`src/rtl/hzd_pkg.sv`:
```
package hzd_pkg;

  typedef enum logic [1:0] {
    U_INT = 2'b00,
    U_ADD = 2'b01,
    U_MUL = 2'b10,
    U_DIV = 2'b11
  } unit_e;

  // packed order: first member is the most significant bit
  typedef struct packed {
    logic waw;   // bit 3
    logic port;  // bit 2
    logic raw;   // bit 1
    logic div;   // bit 0
  } why_t;

  function automatic int max_of4(input int a, input int b, input int c, input int d);
    int m;
    m = a;
    if (b > m) m = b;
    if (c > m) m = c;
    if (d > m) m = d;
    return m;
  endfunction

endpackage

```
`src/rtl/hzd_reg_timer.sv`:
```
// Countdown of cycles until a register's pending result is written back.
module hzd_reg_timer #(
  parameter int CNT_W = 5
) (
  input  logic             clk,
  input  logic             rst_n,
  input  logic             load,
  input  logic [CNT_W-1:0] load_val,
  output logic [CNT_W-1:0] cnt_o
);

  logic [CNT_W-1:0] cnt_q, cnt_d;

  always_comb begin
    cnt_d = cnt_q;
    if (load)
      cnt_d = load_val;
    else if (cnt_q != '0)
      cnt_d = cnt_q - CNT_W'(1);
  end

  always_ff @(posedge clk or negedge rst_n) begin
    if (!rst_n) cnt_q <= '0;
    else        cnt_q <= cnt_d;
  end

  assign cnt_o = cnt_q;

endmodule

```
`src/rtl/hzd_scoreboard.sv`:
```
// Per-register pending state: operand and write-order checks.
module hzd_scoreboard #(
  parameter int REG_W = 5,
  parameter int CNT_W = 5
) (
  input  logic             clk,
  input  logic             rst_n,
  input  logic             issue,
  input  logic             wr,
  input  logic [REG_W-1:0] dst,
  input  logic [CNT_W-1:0] lat,
  input  logic [REG_W-1:0] src_a,
  input  logic             rd_a,
  input  logic [REG_W-1:0] src_b,
  input  logic             rd_b,
  output logic             raw_o,
  output logic             waw_o
);

  localparam int NREG = 1 << REG_W;

  logic [CNT_W-1:0] remain [NREG];

  for (genvar g = 0; g < NREG; g++) begin : g_reg
    logic hit;
    assign hit = issue && wr && (dst == REG_W'(g));
    hzd_reg_timer #(.CNT_W(CNT_W)) u_tmr (
      .clk      (clk),
      .rst_n    (rst_n),
      .load     (hit),
      .load_val (lat),
      .cnt_o    (remain[g])
    );
  end

  // a count of 1 means the result is written this cycle and can be forwarded
  logic raw_a, raw_b;
  assign raw_a = rd_a && (remain[src_a] > CNT_W'(1));
  assign raw_b = rd_b && (remain[src_b] > CNT_W'(1));
  assign raw_o = raw_a || raw_b;

  // older write lands in cycle now+remain-1, new one in now+lat
  assign waw_o = wr && (remain[dst] > lat);

endmodule

```
`src/rtl/hzd_wb_slots.sv`:
```
// Shift-register reservation of the single writeback port.
module hzd_wb_slots #(
  parameter int REG_W = 5,
  parameter int CNT_W = 5,
  parameter int DEPTH = 25
) (
  input  logic             clk,
  input  logic             rst_n,
  input  logic             issue,
  input  logic             wr,
  input  logic [REG_W-1:0] dst,
  input  logic [CNT_W-1:0] lat,
  output logic             clash_o,
  output logic             wb_valid_o,
  output logic [REG_W-1:0] wb_dst_o
);

  // slot j: a writeback happens j cycles from now
  logic [DEPTH:0]   resv_q, resv_d;
  logic [REG_W-1:0] tag_q [DEPTH+1];
  logic [REG_W-1:0] tag_d [DEPTH+1];

  always_comb begin
    for (int j = 0; j < DEPTH; j++) begin
      resv_d[j] = resv_q[j+1];
      tag_d[j]  = tag_q[j+1];
      if (issue && wr && (int'(lat) == j + 1)) begin
        resv_d[j] = 1'b1;
        tag_d[j]  = dst;
      end
    end
    resv_d[DEPTH] = 1'b0;
    tag_d[DEPTH]  = '0;
  end

  always_ff @(posedge clk or negedge rst_n) begin
    if (!rst_n) begin
      resv_q <= '0;
      for (int j = 0; j <= DEPTH; j++) tag_q[j] <= '0;
    end else begin
      resv_q <= resv_d;
      for (int j = 0; j <= DEPTH; j++) tag_q[j] <= tag_d[j];
    end
  end

  assign clash_o    = wr && resv_q[lat];
  assign wb_valid_o = resv_q[0];
  assign wb_dst_o   = tag_q[0];

endmodule

```
`src/rtl/hzd_div_gate.sv`:
```
// Occupancy of the non-pipelined divider.
module hzd_div_gate #(
  parameter int DIV_II = 25
) (
  input  logic clk,
  input  logic rst_n,
  input  logic start,
  output logic busy_o
);

  localparam int II_W = $clog2(DIV_II + 1);

  logic [II_W-1:0] occ_q, occ_d;

  always_comb begin
    occ_d = occ_q;
    if (start)
      occ_d = II_W'(DIV_II - 1);
    else if (occ_q != '0)
      occ_d = occ_q - II_W'(1);
  end

  always_ff @(posedge clk or negedge rst_n) begin
    if (!rst_n) occ_q <= '0;
    else        occ_q <= occ_d;
  end

  assign busy_o = (occ_q != '0);

endmodule

```
`src/rtl/hzd_issue_ctrl.sv`:
```
module hzd_issue_ctrl #(
  parameter int REG_W   = 5,
  parameter int INT_LAT = 1,
  parameter int ADD_LAT = 4,
  parameter int MUL_LAT = 7,
  parameter int DIV_LAT = 25,
  parameter int DIV_II  = 25
) (
  input  logic             clk,
  input  logic             rst_n,
  input  logic             in_valid,
  input  logic [1:0]       in_unit,
  input  logic             in_wr,
  input  logic [REG_W-1:0] in_dst,
  input  logic [REG_W-1:0] in_src_a,
  input  logic             in_rd_a,
  input  logic [REG_W-1:0] in_src_b,
  input  logic             in_rd_b,
  output logic             issue_o,
  output logic             stall_o,
  output logic [3:0]       stall_why_o,
  output logic             wb_valid_o,
  output logic [REG_W-1:0] wb_dst_o
);
  import hzd_pkg::*;

  localparam int MAX_LAT = max_of4(INT_LAT, ADD_LAT, MUL_LAT, DIV_LAT);
  localparam int CNT_W   = $clog2(MAX_LAT + 1);

  // reset: asserted asynchronously, released on a clock edge
  logic rst_s1_q, rst_s2_q;
  always_ff @(posedge clk or negedge rst_n) begin
    if (!rst_n) begin
      rst_s1_q <= 1'b0;
      rst_s2_q <= 1'b0;
    end else begin
      rst_s1_q <= 1'b1;
      rst_s2_q <= rst_s1_q;
    end
  end

  unit_e            unit;
  logic [CNT_W-1:0] lat;
  logic             is_div;

  assign unit   = unit_e'(in_unit);
  assign is_div = (unit == U_DIV);

  always_comb begin
    case (unit)
      U_INT:   lat = CNT_W'(INT_LAT);
      U_ADD:   lat = CNT_W'(ADD_LAT);
      U_MUL:   lat = CNT_W'(MUL_LAT);
      default: lat = CNT_W'(DIV_LAT);
    endcase
  end

  logic raw, waw, clash, div_busy, go;
  why_t why;

  hzd_scoreboard #(.REG_W(REG_W), .CNT_W(CNT_W)) u_sb (
    .clk   (clk),
    .rst_n (rst_s2_q),
    .issue (go),
    .wr    (in_wr),
    .dst   (in_dst),
    .lat   (lat),
    .src_a (in_src_a),
    .rd_a  (in_rd_a),
    .src_b (in_src_b),
    .rd_b  (in_rd_b),
    .raw_o (raw),
    .waw_o (waw)
  );

  hzd_wb_slots #(.REG_W(REG_W), .CNT_W(CNT_W), .DEPTH(MAX_LAT)) u_wb (
    .clk        (clk),
    .rst_n      (rst_s2_q),
    .issue      (go),
    .wr         (in_wr),
    .dst        (in_dst),
    .lat        (lat),
    .clash_o    (clash),
    .wb_valid_o (wb_valid_o),
    .wb_dst_o   (wb_dst_o)
  );

  hzd_div_gate #(.DIV_II(DIV_II)) u_div (
    .clk    (clk),
    .rst_n  (rst_s2_q),
    .start  (go && is_div),
    .busy_o (div_busy)
  );

  always_comb begin
    why.div  = in_valid && is_div && div_busy;
    why.raw  = in_valid && raw;
    why.port = in_valid && clash;
    why.waw  = in_valid && waw;
  end

  assign go          = in_valid && (why == '0);
  assign issue_o     = go;
  assign stall_o     = in_valid && (why != '0);
  assign stall_why_o = why;

endmodule

```
`config.mk`:
```
export PLATFORM = sky130hd
export DESIGN_NAME = hzd_issue_ctrl
export DESIGN_NICKNAME = d
export VERILOG_FILES = /design/src/rtl/hzd_pkg.sv /design/src/rtl/hzd_reg_timer.sv /design/src/rtl/hzd_scoreboard.sv /design/src/rtl/hzd_wb_slots.sv /design/src/rtl/hzd_div_gate.sv /design/src/rtl/hzd_issue_ctrl.sv
export SDC_FILE = /design/constraint.sdc
export NUM_CORES = 1
export LEC_CHECK = 0
export BUFFER_PORTS_ARGS = -buffer_cell sky130_fd_sc_hd__buf_2
export CAP_MARGIN = 20
export CORE_AREA = 2 2 116 231
export DETAILED_ROUTE_END_ITERATION = 8
export DIE_AREA = 0 0 118 233
export GPL_TIMING_DRIVEN = 0
export MAX_ROUTING_LAYER = met4
export PLACE_DENSITY = 0.83
export SETUP_SLACK_MARGIN = 0.3
export SLEW_MARGIN = 15
export SYNTH_ARGS = -nofsm -noshare
export SYNTH_HDL_FRONTEND = slang
export SYNTH_SLANG_ARGS = --single-unit
```
`constraint.sdc`:
```
create_clock -name clk -period 22.5 [get_ports clk]
set_input_delay 3.375 -clock clk [delete_from_list [all_inputs] [get_ports clk]]
set_output_delay 3.375 -clock clk [all_outputs]
set_load 0.05 [all_outputs]
```
==> impl_metrics.csv <==
group,metric,value,unit
final_layout,drive_gt1_frac,0.183,
synthesis,ys_seq_elements,317,
setup_path,critical_path.startpoint,"in_dst[0]",
sta,hold_ws,0.346,ns
power_and_ir_drop,vdd_drop_max,0.100,mV
sta,layout_setup_ws,11.35,ns
synthesis,synth-simple-area-share,0.134,
synthesis,synth_edf_count,0,
global_route,grt_pass1_wl,70.8,mm
synthesis,ys.flop_type,"dfrtp_1",
place,preCtsSetupSlack,11.38,ns
final_layout,utilization,0.729,
die,ios,35,
sta,setup_tns,0,ns
global_route,grt_usage,0.347,
sta,finalSetupViolations,0,
final_layout,seqCellArea,7940,um^2
final_layout,fillerInstances,1754,
synthesis,synth_compound_area_frac,0.0409,
synthesis,yosys_warnings,0,
die,core_area,25700,um^2
die,die_w,118,um
sta,rsz0062_at_grt,"no",
synthesis,ys_seq_area_frac,0.467,
place,dp_hpwl,32.1,mm
setup_path,crit_required,19.12,ns
global_route,antenna_found_initial,0,
sta,final.min_clock_period,11.15,ns
route,drt-total-wl,44.4,mm
clocking,cts_buffers,29,
sta,slew_headroom,0.273,
min_path,hold_path_startpoint,"u_wb.tag_q[51]$_DFF_PN0_",
setup_path,r2r-start,"u_sb.g_reg[30].u_tmr.cnt_o[1]$_DFFE_PN0P_",
final_layout,multi_input_area,8360,um^2
setup_path,crit_fanout,10,
route,wl_per_cell,23.6,um
setup_path,crit_arrival,7.78,ns
sta,period_share,0.496,
global_route,grt_max_degree,62,
synthesis,yosys.area_share.adder,0.0559,
clocking,cts.repair.resized,0,
synthesis,ys_types,60,
final_layout,nets,1618,
synthesis,synth_most_common_cell,"dfrtp_1",
synthesis,ys_top_cells_by_count,"317 x dfrtp_1, 151 x mux2i_1, 101 x inv_1",
clocking,clkSinkCount,317,
place,gp_congestion,1.04,
route,detail_route.first_pass.iterations,5,
final_layout,antenna_cells,0,
sta,hold_viol_final,0,
setup_path,crit_type,"in2out",
synthesis,synthCells,1454,
route,first_iter_violations,861,
synthesis,synth_top_area_share,0.467,
route,viasPerCell,6.49,
min_path,holdCritPathClass,"reg2reg",
die,die_y,233,um
place,dp_cells,1827,
power_and_ir_drop,p_leak,0.00914,uW
outcome,status,"finished clean",
clocking,clk_latency,0.57,ns
synthesis,synth_top_cells_by_area,"dfrtp_1 47%, mux2i_1 8.9%, mux4_2 7.8%, ha_1 5.6%, mux2_2 5.2%",
route,drc,0,
final_layout,syn2layout_area_growth,10.0,%
synthesis,synth.mux.area_fraction,0.230,
route,vias,12200,
synthesis,synth_nets,1553,
route,drtAntennaViolNets,0,
sta,max_clock_freq,89.7,MHz
clocking,tritoncts,"built",
synthesis,async_flop_share,1.00,
global_route,grt_overflow,0,
setup_path,startpoint_type,"input pin",
power_and_ir_drop,p_per_area,129,nW/um^2
setup_path,end_kind,"output pin",
synthesis,synth_top_family_by_area,"multiplexers",
synthesis,yosysTopAreaCell,"dfrtp_1",
sta,worst_pin_slew,1.09,ns
sta,drv_slew,0,
clocking,htree_levels,1,
place,io_buffers,28,
clocking,postCtsSetupRepairBufs,0,
die,die-area,27500,um^2
synthesis,netlist_area,17000,um^2
die,row_count,83,
clocking,root_buffer,"clkbuf_16",
final_layout,stdcell_count,1880,
run,drv_cap,0,
global_route,grt_pass1_vias,13100,
die,initial_utilization,0.663,
clocking,clockBufferDepth,3,
clocking,holdBufCountCts,0,
clocking,clk_pin_slew,0.07,ns
sta,fin_skew,0.0127,ns
synthesis,syn_avg_cell_area,11.7,um^2
synthesis,synthXorXnorAreaFrac,0.0309,
-- state kept, by name (all words and copies together), names as in the netlist --
signal	count
u_wb.wb_dst_o	5
u_sb.g.u_tmr.cnt_o	160
u_div.occ_q	5
u_wb.tag_q	120
u_wb.resv_q	25
rst_s1_q	1
rst_s2_q	1
-- where the power goes --
part           total (uW)  switching [uW]  internal [uW]
sequential            956             218            737
clock                 513             224            289
combinational         951             487            464
total                2420             929           1490
-- critical path, stage by stage --
cell      delay, ns
clkbuf_1       0.31
buf_1          0.86
mux4_2         0.68
mux4_2         0.50
mux2_2         0.28
ha_1           0.30
nor2b_1        0.13
o21ai_0        0.16
nand2b_1       0.07
a211oi_1       0.39
o21ba_2        0.28
and3_1         0.17
buf_2          0.26
-- per-stage QoR --
step / cell area, um^2 / power, uW
global route: 18700 / 2570
global placement: 17600 / 1820
floorplan: 17000 / 1620
finish: 18700 / 2420
detailed placement: 17700 / 1880
CTS: 18700 / 2410
-- cells in the final DEF, fill, tap and decap left out, drive strengths merged, types with 3 or more instances in the layout --
master / Yosys / layout
and4: 4 / 4
nor2: 66 / 66
clkbuf: 48 / 83
clkinvlp: 0 / 4
nor4: 19 / 19
or3: 8 / 8
clkinv: 0 / 7
inv: 102 / 105
o31ai: 4 / 4
mux2: 94 / 94
dfrtp: 317 / 317
nand2: 87 / 87
bufinv: 0 / 3
or2: 9 / 9
mux4: 59 / 59
xor2: 17 / 17
nor3: 89 / 89
ha: 76 / 76
mux2i: 151 / 151
and3: 4 / 4
a21oi: 50 / 50
and2: 9 / 9
o211ai: 8 / 8
o22ai: 4 / 4
nor2b: 8 / 8
xnor2: 43 / 43
buf: 19 / 53
nand3b: 8 / 8
nand3: 47 / 47
or4: 16 / 16
nor3b: 5 / 5
o21ai: 39 / 39
nand2b: 19 / 19
-- layout make-up --
cell class,count,share of cell area
multi-input cells,968,0.447
flip-flops and latches,317,0.424
clock buffers,35,0.0427
well taps,340,0.0228
inverters,102,0.0205
plain buffers,67,0.0173
repair buffers,34,0.0153
clock inverters,17,0.0100
-- final timing paths --
| path | end | slack [ns] | cells past startpoint |
|---|---|---|---|
| max | issue_o | 11.35 | 13 |
| max reg2reg | u_wb.tag_q[14]$_DFF_PN0_ | 18.00 | 14 |
| min | u_wb.tag_q[56]$_DFF_PN0_ | 0.35 | 0 |
| min in group asynchronous | u_sb.g_reg[21].u_tmr.cnt_o[3]$_DFFE_PN0P_ | 0.40 | 0 |
| max in group asynchronous | rst_s2_q$_DFF_PN0_ | 19.81 | 1 |
| min reg2reg | u_wb.tag_q[56]$_DFF_PN0_ | 0.35 | 0 |
-- kinds of logic after synthesis --
| group | after synthesis |
|---|---|
| fa+ha+maj | 76 |
| mux | 304 |
| buf+inv | 169 |
| simple gates | 406 |
| other cells | 1 |
| flops | 317 |
| xor+xnor | 60 |
| compound gates | 121 |
-- metal layers --
layer | global-route usage | vias to the layer above | wire [um]
met1 | 0.347 | 6062 | 14300
met5 | - | - | 0
met4 | 0.273 | 0 | 4420
li1 | - | 5278 | -
met3 | 0.0512 | 272 | 2870
met2 | 0.602 | 594 | 22800
(Power assumes the default switching activity.)
